**config.mk**
```make
export PLATFORM = sky130hd
export DESIGN_NAME = sbd_top
export DESIGN_NICKNAME = d
export VERILOG_FILES = /design/src/rtl/sbd_pkg.sv /design/src/rtl/sbd_alu.sv /design/src/rtl/sbd_ir_fields.sv /design/src/rtl/sbd_regfile.sv /design/src/rtl/sbd_top.sv
export SDC_FILE = /design/constraint.sdc
export NUM_CORES = 2
export LEC_CHECK = 0
export ABC_CLOCK_PERIOD_IN_PS = 6500
export BUFFER_PORTS_ARGS = -buffer_cell sky130_fd_sc_hd__buf_2
export CAP_MARGIN = 25
export CORE_ASPECT_RATIO = 2
export CORE_MARGIN = 4
export CORE_UTILIZATION = 46
export DETAILED_ROUTE_END_ITERATION = 8
export PLACE_DENSITY = 0.7
export RECOVER_POWER = 25
export REMOVE_ABC_BUFFERS = 1
export SLEW_MARGIN = 20
export SYNTH_ARGS = -nofsm -noshare
export SYNTH_HDL_FRONTEND = slang
export SYNTH_SLANG_ARGS = --single-unit
```
**constraint.sdc**
```tcl
create_clock -name clk -period 6.5 [get_ports clk]
set_clock_uncertainty 0.2 [all_clocks]
set_input_delay 0.325 -clock clk [delete_from_list [all_inputs] [get_ports clk]]
set_output_delay 0.325 -clock clk [all_outputs]
set_load 0.005 [all_outputs]
```
**src/rtl/sbd_pkg.sv**
```systemverilog
package sbd_pkg;
    localparam int DATA_W   = 32;
    localparam int REG_CNT  = 32;
    localparam int REG_AW   = $clog2(REG_CNT);
    localparam int SHAMT_W  = $clog2(DATA_W);
    localparam int IMM_W    = 16;
    localparam int JADDR_W  = 26;
    localparam int OFS_SH   = 2;
    localparam int RS_LSB   = 21;
    localparam int RT_LSB   = 16;
    localparam int RD_LSB   = 11;

    localparam int SRC_N     = 8;
    localparam int SRC_CONST = 0;
    localparam int SRC_Y     = 1;
    localparam int SRC_Z     = 2;
    localparam int SRC_PC    = 3;
    localparam int SRC_REG   = 4;
    localparam int SRC_IMM   = 5;
    localparam int SRC_OFS   = 6;
    localparam int SRC_JMP   = 7;

    typedef enum logic [2:0] {
        ALU_ADD = 3'd0,
        ALU_AND = 3'd1,
        ALU_XOR = 3'd2,
        ALU_OR  = 3'd3,
        ALU_SLL = 3'd4,
        ALU_SRL = 3'd5,
        ALU_SLT = 3'd6,
        ALU_SUB = 3'd7
    } alu_op_e;

    typedef enum logic [1:0] {
        FLD_RS  = 2'd0,
        FLD_RT  = 2'd1,
        FLD_RD  = 2'd2,
        FLD_RD2 = 2'd3
    } fld_sel_e;

    typedef struct packed {
        logic [DATA_W-1:0] y;
        logic [DATA_W-1:0] z;
        logic [DATA_W-1:0] pc;
        logic [DATA_W-1:0] ir;
    } dp_regs_t;
endpackage

```
**src/rtl/sbd_alu.sv**
```systemverilog
module sbd_alu
    import sbd_pkg::*;
#(
    parameter int W = DATA_W
) (
    input  logic [W-1:0] y_i,
    input  logic [W-1:0] bus_i,
    input  alu_op_e      op_i,
    output logic [W-1:0] res_o
);
    localparam int SW = $clog2(W);

    logic [SW-1:0] shamt;
    assign shamt = y_i[SW-1:0];

    always_comb begin
        unique case (op_i)
            ALU_ADD: res_o = y_i + bus_i;
            ALU_AND: res_o = y_i & bus_i;
            ALU_XOR: res_o = y_i ^ bus_i;
            ALU_OR:  res_o = y_i | bus_i;
            ALU_SLL: res_o = bus_i << shamt;
            ALU_SRL: res_o = bus_i >> shamt;
            ALU_SLT: res_o = {{(W-1){1'b0}}, ($signed(y_i) < $signed(bus_i))};
            ALU_SUB: res_o = y_i - bus_i;
            default: res_o = '0;
        endcase
    end
endmodule

```
**src/rtl/sbd_ir_fields.sv**
```systemverilog
module sbd_ir_fields
    import sbd_pkg::*;
(
    input  logic [DATA_W-1:0] ir_i,
    input  logic [DATA_W-1:0] pc_i,
    output logic [REG_AW-1:0] rs_o,
    output logic [REG_AW-1:0] rt_o,
    output logic [REG_AW-1:0] rd_o,
    output logic [DATA_W-1:0] imm_o,
    output logic [DATA_W-1:0] ofs_o,
    output logic [DATA_W-1:0] jmp_o
);
    localparam int PC_TOP = DATA_W - JADDR_W;

    logic [IMM_W-1:0] imm_raw;

    assign rs_o    = ir_i[RS_LSB +: REG_AW];
    assign rt_o    = ir_i[RT_LSB +: REG_AW];
    assign rd_o    = ir_i[RD_LSB +: REG_AW];
    assign imm_raw = ir_i[IMM_W-1:0];
    assign imm_o   = {{(DATA_W-IMM_W){imm_raw[IMM_W-1]}}, imm_raw};
    assign ofs_o   = imm_o << OFS_SH;
    assign jmp_o   = {pc_i[DATA_W-1 -: PC_TOP], ir_i[JADDR_W-1:0]};
endmodule

```
**src/rtl/sbd_regfile.sv**
```systemverilog
module sbd_regfile #(
    parameter int W   = 32,
    parameter int CNT = 32,
    localparam int AW = $clog2(CNT)
) (
    input  logic          clk,
    input  logic          rst_n,
    input  logic [AW-1:0] idx_i,
    input  logic          we_i,
    input  logic [W-1:0]  wdata_i,
    output logic [W-1:0]  rdata_o
);
    logic [W-1:0] ent_q [CNT];

    for (genvar g = 0; g < CNT; g++) begin : g_ent
        if (g == 0) begin : g_zero
            assign ent_q[g] = '0;
        end else begin : g_store
            logic [W-1:0] ent_d;
            always_comb begin
                ent_d = ent_q[g];
                if (we_i && (idx_i == AW'(g))) ent_d = wdata_i;
            end
            always_ff @(posedge clk or negedge rst_n) begin
                if (!rst_n) ent_q[g] <= '0;
                else        ent_q[g] <= ent_d;
            end
        end
    end

    assign rdata_o = ent_q[idx_i];
endmodule

```
**src/rtl/sbd_top.sv**
```systemverilog
module sbd_top
    import sbd_pkg::*;
(
    input  logic              clk,
    input  logic              rst_n,
    input  logic [SRC_N-1:0]  src_en,
    input  logic              ld_y,
    input  logic              ld_z,
    input  logic              ld_pc,
    input  logic              ld_pc_z,
    input  logic              ld_ir,
    input  logic              ld_reg,
    input  logic [2:0]        alu_op,
    input  logic [1:0]        reg_sel,
    input  logic [DATA_W-1:0] const_val,
    output logic [DATA_W-1:0] bus_o,
    output logic [DATA_W-1:0] pc_o,
    output logic [DATA_W-1:0] z_o
);
    dp_regs_t regs_d, regs_q;

    logic [DATA_W-1:0] bus;
    logic [DATA_W-1:0] alu_res;
    logic [DATA_W-1:0] reg_rdata;
    logic [REG_AW-1:0] fld_rs, fld_rt, fld_rd, reg_idx;
    logic [DATA_W-1:0] imm_val, ofs_val, jmp_val;
    logic [DATA_W-1:0] src_val [SRC_N];
    logic [DATA_W-1:0] src_gated [SRC_N];

    sbd_ir_fields u_fields (
        .ir_i  (regs_q.ir),
        .pc_i  (regs_q.pc),
        .rs_o  (fld_rs),
        .rt_o  (fld_rt),
        .rd_o  (fld_rd),
        .imm_o (imm_val),
        .ofs_o (ofs_val),
        .jmp_o (jmp_val)
    );

    always_comb begin
        unique case (fld_sel_e'(reg_sel))
            FLD_RS:  reg_idx = fld_rs;
            FLD_RT:  reg_idx = fld_rt;
            default: reg_idx = fld_rd;
        endcase
    end

    sbd_regfile #(.W(DATA_W), .CNT(REG_CNT)) u_rf (
        .clk     (clk),
        .rst_n   (rst_n),
        .idx_i   (reg_idx),
        .we_i    (ld_reg),
        .wdata_i (bus),
        .rdata_o (reg_rdata)
    );

    sbd_alu #(.W(DATA_W)) u_alu (
        .y_i   (regs_q.y),
        .bus_i (bus),
        .op_i  (alu_op_e'(alu_op)),
        .res_o (alu_res)
    );

    assign src_val[SRC_CONST] = const_val;
    assign src_val[SRC_Y]     = regs_q.y;
    assign src_val[SRC_Z]     = regs_q.z;
    assign src_val[SRC_PC]    = regs_q.pc;
    assign src_val[SRC_REG]   = reg_rdata;
    assign src_val[SRC_IMM]   = imm_val;
    assign src_val[SRC_OFS]   = ofs_val;
    assign src_val[SRC_JMP]   = jmp_val;

    // each source is gated by its own enable, as a bus driver would be
    for (genvar s = 0; s < SRC_N; s++) begin : g_drv
        assign src_gated[s] = src_en[s] ? src_val[s] : '0;
    end

    always_comb begin
        bus = '0;
        for (int s = 0; s < SRC_N; s++) bus = bus | src_gated[s];
    end

    always_comb begin
        regs_d = regs_q;
        if (ld_y)  regs_d.y = bus;
        if (ld_z)  regs_d.z = alu_res;
        if (ld_pc || (ld_pc_z && (regs_q.z == '0))) regs_d.pc = bus;
        if (ld_ir) regs_d.ir = bus;
    end

    always_ff @(posedge clk or negedge rst_n) begin
        if (!rst_n) regs_q <= '0;
        else        regs_q <= regs_d;
    end

    assign bus_o = bus;
    assign pc_o  = regs_q.pc;
    assign z_o   = regs_q.z;
endmodule

```
==> Word level (Yosys, flattened, before mapping) <==
Index checks and enable logic that the tools add are counted.
{ "word_totals": {"ff_bits": 1114, "inputBits": 53, "output_inout_bits": 96} }
{ "op_classes": {"add_sub_neg": 2, "order_cmp": 2, "n_eq_ne": 39, "n_shift": 2, "mux": 13, "n_bitwise": 11, "reduce_logical": 36} }
{ "ops": {"columns": ["cell", "n"], "rows": [
  ["32-bit 2-to-1 mux", 10],
  ["32-bit bitwise OR", 8],
  ["32-bit case mux with 8 select lines", 1],
  ["32-bit binary-select mux with 5-bit select", 1],
  ["5-bit equality test (second input constant)", 16],
  ["5-bit by 4-bit equality test with 1-bit output (second input constant)", 8],
  ["32-bit adder", 1],
  ["32-bit AND", 1],
  ["1-bit logical AND", 32],
  ["32-bit logical NOT", 1],
  ["32-bit less-than comparator", 1],
  ["32-bit by 5-bit << shifter with 32-bit output", 1],
  ["32-bit by 5-bit right shift with 32-bit output", 1],
  ["32-bit subtractor", 1],
  ["32-bit bitwise XOR", 1],
  ["5-bit by 3-bit equality test with 1-bit output (second input constant)", 4],
  ["3-bit equality test (second input constant)", 4],
  ["5-bit by 2-bit equality test with 1-bit output (second input constant)", 2],
  ["5-bit case mux with 2 select lines", 1],
  ["3-bit by 2-bit equality test with 1-bit output (second input constant)", 2],
  ["6-bit >= comparator (second input constant)", 1],
  ["5-bit inverter with 6-bit output", 1],
  ["5-bit by 1-bit equality test with 1-bit output (second input constant)", 1],
  ["3-bit by 1-bit equality test with 1-bit output (second input constant)", 1],
  ["other kinds (4)", 4]
]} }

==> Logic depth before layout (Yosys ltp) <==
{ "depth": {"word_depth": 13, "ltp_mapped": 28, "depth_no_buf": 20} }

==> Modules after synthesis <==
From an unflattened synthesis, not the netlist that was laid out.
{ "hier_totals": {"cells_unflattened": 4935, "hier_area_um2": 61352.6} }
{ "modules_own_cells": {"columns": ["module", "instances", "cells_each", "area_each_um2", "seq_area_each_um2"], "rows": [
  ["sbd_regfile", 1, 2965, 45085.7, 24823.8],
  ["sbd_alu", 1, 1208, 8608.3, 0.0],
  ["sbd_top", 1, 650, 6821.5, 3203.1],
  ["sbd_ir_fields", 1, 112, 837.1, 0.0]
]} }

==> Worst setup path before layout <==
No wires, ideal clock.
{ "synth_timing": {"kind": "input port to flip-flop", "from": "input reg_sel[0]", "to": "register regs_q[95] (netlist: z_o[31])", "setup_time_ns": 0.126, "arrival_time_ns": 6.033, "required_time_ns": 6.174, "slack_ns": 0.141, "stages": 26, "path_cell_list": "buf_6 -> mux2i_4 -> a21oi_2 -> buf_6 -> buf_6 -> buf_4 -> mux4_2 -> a22oi_1 -> nand2_1 -> or3_1 -> inv_2 -> buf_2 -> clkbuf_1 -> ha_1 -> clkbuf_1 -> or4_1 -> or3_1 -> a2111oi_0 -> a211oi_1 -> o21ai_0 -> a2111o_1 -> a31oi_1 -> nor2_1 -> nor4_1 -> a41o_1 -> o32a_1"} }
{ "synth_between": {"elab_chain_len": 13, "elab_cells_between_ends": 20, "classes_between": "2 x add/sub; 1 x eq/ne; 2 x shift; 6 x mux; 8 x bitwise; 1 x reduce/logical"} }
{ "synth_rtl": {"columns": ["item", "line", "text"], "rows": [
  ["start, declared", "sbd_top.sv:14", "input logic [1:0] reg_sel,"],
  ["2-bit by 1-bit equality test with 1-bit output / 2-bit logical NOT (equally long branches)", "sbd_top.sv:42", "unique case (fld_sel_e'(reg_sel))"],
  ["5-bit case mux with 2 select lines (*)", "sbd_top.sv:42", null],
  ["5-bit inverter with 6-bit output (implied by the code) (*)", "sbd_regfile.sv:31", "assign rdata_o = ent_q[idx_i];"],
  ["32-bit binary-select mux with 5-bit select (*)", "sbd_regfile.sv:31", null],
  ["32-bit 2-to-1 mux (implied by the code) (*) (2 in series)", "sbd_regfile.sv:31", null],
  ["32-bit 2-to-1 mux (*)", "sbd_top.sv:76", "assign src_gated[s] = src_en[s] ? src_val[s] : '0;"],
  ["32-bit bitwise OR (*) (4 in series)", "sbd_top.sv:81", "for (int s = 0; s < SRC_N; s++) bus = bus | src_gated[s];"],
  ["via bus_o[14]", "sbd_top.sv:16", "output logic [DATA_W-1:0] bus_o,"],
  ["32-bit subtractor (tied with other cells)", "sbd_alu.sv:25", "ALU_SUB: res_o = y_i - bus_i;"],
  ["32-bit case mux with 8 select lines (*)", "sbd_alu.sv:17", "unique case (op_i)"],
  ["end signal, assigned", "sbd_top.sv:94", "else regs_q <= regs_d;"],
  ["end, declared", "sbd_top.sv:20", "dp_regs_t regs_d, regs_q;"]
]} }
The timed path passes the listed nets; every way through them passes the cells marked *. The select of a mux whose other input is x is not followed.
A chain may end at the register's enable or synchronous reset.

==> Worst setup path in the final report <==
{ "layout_timing": {"from": "register regs_q[22]", "to": "register regs_q[80] (netlist: z_o[16])"} }
{ "layout_between": {"elab_chain_len": 12, "elab_cells_between_ends": 19, "classes_between": "2 x add/sub; 2 x shift; 7 x mux; 8 x bitwise"} }
{ "layout_rtl": {"columns": ["item", "line"], "rows": [
  ["5-bit case mux with 2 select lines", "sbd_top.sv:42"],
  ["5-bit inverter with 6-bit output (implied by the code)", "sbd_regfile.sv:31"],
  ["32-bit binary-select mux with 5-bit select", "sbd_regfile.sv:31"],
  ["32-bit 2-to-1 mux (implied by the code) (2 in series)", "sbd_regfile.sv:31"],
  ["32-bit 2-to-1 mux", "sbd_top.sv:76"],
  ["32-bit bitwise OR (3 in series)", "sbd_top.sv:81"],
  ["32-bit bitwise OR (*)", "sbd_top.sv:81"],
  ["32-bit subtractor (tied with other cells)", "sbd_alu.sv:25"],
  ["32-bit case mux with 8 select lines (*)", "sbd_alu.sv:17"]
]} }
Every way passes the cells marked *; elsewhere a longest branch is shown, timed or not. The select of a mux whose other input is x is not followed.

==> results.cfg <==
[cells_and_area]
num-fill-cells = 11500
finish.utilization_pct = 53.1
area_delta_synth_final_pct = 14.4
drive_gt1_share_pct = 20.1
fin_nets = 6518

[critical_path]
rr_worst_depth = 26
crit_start = regs_q[22]
critPathSlowestCell = dfrtp_1
cp.depth = 26
required_ps = 6920
max_stage_delay_ps = 490
endpoint_kind = flip-flop
start_kind = flip-flop
arrival_ps = 6780
path_buf_inv = 9
crit_family = compound AO/OA/AOI/OAI gates
r2r-end = z_o[16]
critPathKind = flip-flop to flip-flop
worstPathMaxFanout = 8
reg2reg_slack_ps = 140
cp-endpoint = z_o[16]
regToRegStartpoint = regs_q[22]
crit_top_cell = buf_4

[global_routing]
antenna_found_initial = 24
grt_overflow = 0
first_global_vias = 51900
grt_max_degree = 185
grt_use_total_pct = 38.5
grt_pass1_wl_um = 372000

[run_status]
violations = capacitance limit, slew limit
outcome = finished with violations

[sta]
relSlewSlack_pct = -233
slew_violations = 89
period_share_pct = 97.8
holdWs_ps = 11.5
worst_pin_slew_ps = 4990
setup_tns_ps = 0
hold_viol = 0
setup_violations = 0
layout_min_cycle_time_ps = 6360
fmax_mhz = 157

[yosys]
synth.distinct_cells = 93
ys_ff_latch = 1114
synthesis.area_per_instance_sq_um = 9.46
synth_top_area_cell = dfrtp_1
synth_area_sq_mm = 0.0586
ys_seq_area_share_pct = 47.6
synth_top_area_share_pct = 47.6
ys_dominant_reg_cell = dfrtp_1
synthTopCellsByArea = dfrtp_1 48%, o21ai_0 9.5%, nand2_1 8.1%, mux4_2 7.8%, clkbuf_1 3.0%
synth_edf_count = 0
yosys_warnings = 0
ys_async_sr_fraction_pct = 100
syn_inst = 6191

[worst_hold_path]
hold_class = input port to flip-flop

[placed_design]
port_buffers = 148
place_hpwl_um = 183000
globalplace.congestion = 1.08

[clocking]
cts_tree = built
cts_root_buf = clkbuf_16
path_clk_slew_ps = 80
cts_setup_buffers = 0
cts.sinks = 1114
insertion_delay_ps = 770
cts_buffers = 99
clk_path_buf_depth = 3
h-tree-depth = 3

[detailed_routing]
first_pass_iters = 9
wl_per_cell_um = 31.7
drc = 0
first_iter_violations = 5891
num_vias = 52300
ant_nets = 0
avgViaCountPerCell = 6.42
finalWirelength_um = 258000

[floorplan]
std_cell_rows = 184
core_sq_mm = 0.126
io_pins = 149
floorplan.die_area_sq_mm = 0.133
fp.dieW_um = 260
dieHeight_um = 513
start_util_pct = 46.4

[job]
drv_cap = 1

[power_and_ir_drop]
p_total_uw = 18100
powerDensity_mw_per_mm2 = 270
peakVddDrop_uv = 222
p_leak_uw = 0.0299
power breakdown:
part           internal [uW]  total, uW  switching [uW]
Sequential              7920       8550             631
Clock                   3520       6470            2950
Combinational           1360       3080            1720
metal layers:
| metal | GRT usage, % | share of wire, % | vias up |
|---|---|---|---|
| met5 | 0 | 0.022 | - |
| met2 | 62.7 | 48 | 2832 |
| met4 | 33.3 | 11 | 8 |
| met1 | 41.1 | 33 | 26000 |
| met3 | 10.1 | 7.7 | 1075 |
| li1 | - | - | 22400 |
worst min path at each step:
stage / startpoint / to / slack, ps / cells after the start
detailed placement: rst_n / u_rf.ent_q[713] / 190 / 1
global route: ld_y / regs_q[104] / 30 / 2
finish: ld_y / regs_q[107] / 10 / 3
floorplan: rst_n / pc_o[0] / -170 / 0
CTS: ld_y / regs_q[107] / 0.1 / 3
global placement: rst_n / u_rf.ent_q[649] / 200 / 1
layout by cell type (no fill, tap or decap), types with 19 or more instances in the layout:
cell | Yosys | final
a211oi_1 | 23 | 22
a21o_1 | 28 | 27
a21oi_1 | 236 | 233
a221oi_1 | 35 | 34
a222oi_1 | 51 | 51
a22oi_1 | 120 | 118
a31oi_1 | 48 | 48
a32oi_1 | 32 | 32
and3_1 | 24 | 24
buf_12 | 2 | 26
buf_2 | 48 | 130
buf_4 | 86 | 529
clkbuf_1 | 463 | 34
clkbuf_16 | 0 | 99
clkinv_2 | 0 | 19
dfrtp_1 | 1114 | 1110
diode_2 | 0 | 21
ha_1 | 96 | 96
inv_1 | 93 | 90
mux2_2 | 110 | 110
mux2i_1 | 67 | 65
mux4_2 | 202 | 202
nand2_1 | 1260 | 1228
nand2_2 | 0 | 28
nand3_1 | 129 | 128
nor2_1 | 269 | 263
nor3_1 | 47 | 39
nor4_1 | 23 | 22
o211ai_1 | 49 | 49
o21ai_0 | 1115 | 1113
o221ai_1 | 21 | 21
o22ai_1 | 34 | 34
xnor2_1 | 24 | 24
area by class of cell:
type | count | area [sq um] | area share (%)
Tap cell | 1674 | 2090 | 3.13
Clock buffer | 129 | 2740 | 4.09
Antenna cell | 21 | 52.6 | 0.0785
Timing Repair Buffer | 716 | 5340 | 7.98
Sequential cell | 1114 | 27900 | 41.6
Inverter | 102 | 383 | 0.572
Clock inverter | 58 | 812 | 1.21
Multi-Input combinational cell | 4334 | 27700 | 41.3
state kept, by name, summed over array words and instances (netlist names):
| register | cells |
|---|---|
| u_rf.ent_q | 992 |
| regs_q | 58 |
| pc_o | 32 |
| z_o | 32 |
worst register-to-register path, stage by stage, from the launching register on:
cell and delay, ps:
dfrtp_1 490, mux2_4 350, buf_4 170, o21ai_4 330, buf_4 230, nor2_1 60
buf_4 130, buf_4 150, a32o_1 230, nor4_2 420, buf_4 230, or3_1 140
inv_1 120, ha_1 280, a2111oi_0 420, buf_4 190, a21oi_1 90, a211oi_1 250
buf_4 210, buf_4 190, o211ai_1 160, xnor2_1 170, o22ai_1 100, a21oi_1 410
o2111ai_1 210, a31oi_1 230, a21oi_1 100
what timing repair did:
item                                    in CTS  in global routing
hold endpoints to repair                   103                  0
gates resized for setup                      1                 17
hold buffers                                 3                  0
endpoints found under the setup margin       1                  9
cell usage after synthesis, types with 86 or more instances:
| master | instances |
|---|---|
| a22oi_1 | 120 |
| ha_1 | 96 |
| dfrtp_1 | 1114 |
| a21oi_1 | 236 |
| clkbuf_1 | 463 |
| o21ai_0 | 1115 |
| inv_1 | 93 |
| nor2_1 | 269 |
| buf_4 | 86 |
| nand3_1 | 129 |
| nand2_1 | 1260 |
| mux2_2 | 110 |
| mux4_2 | 202 |
through the flow:
| stage | instances | setup slack [ps] | area (sq um) |
|---|---|---|---|
| 3_3_place_gp | 7932 | -268 | 63300 |
| 2_1_floorplan | 5550 | -11580 | 55600 |
| 5_1_grt | 8131 | -10.8 | 66900 |
| 3_5_place_dp | 7935 | -360 | 63300 |
| 6_report | 8148 | 141 | 67000 |
| 4_1_cts | 8124 | 67.6 | 66900 |
logic make-up after synthesis:
logic type	Yosys count	synth area share, %
and+or+nand+nor	1870	13.2
buffers and inverters	743	5.63
DFF	1114	47.6
muxes	382	11.1
adders and majority gates	98	2.12
xor gates and xnor gates	31	0.464
AOI/OAI and AO/OA	1953	19.9
Power figures use the tool's default switching activity.
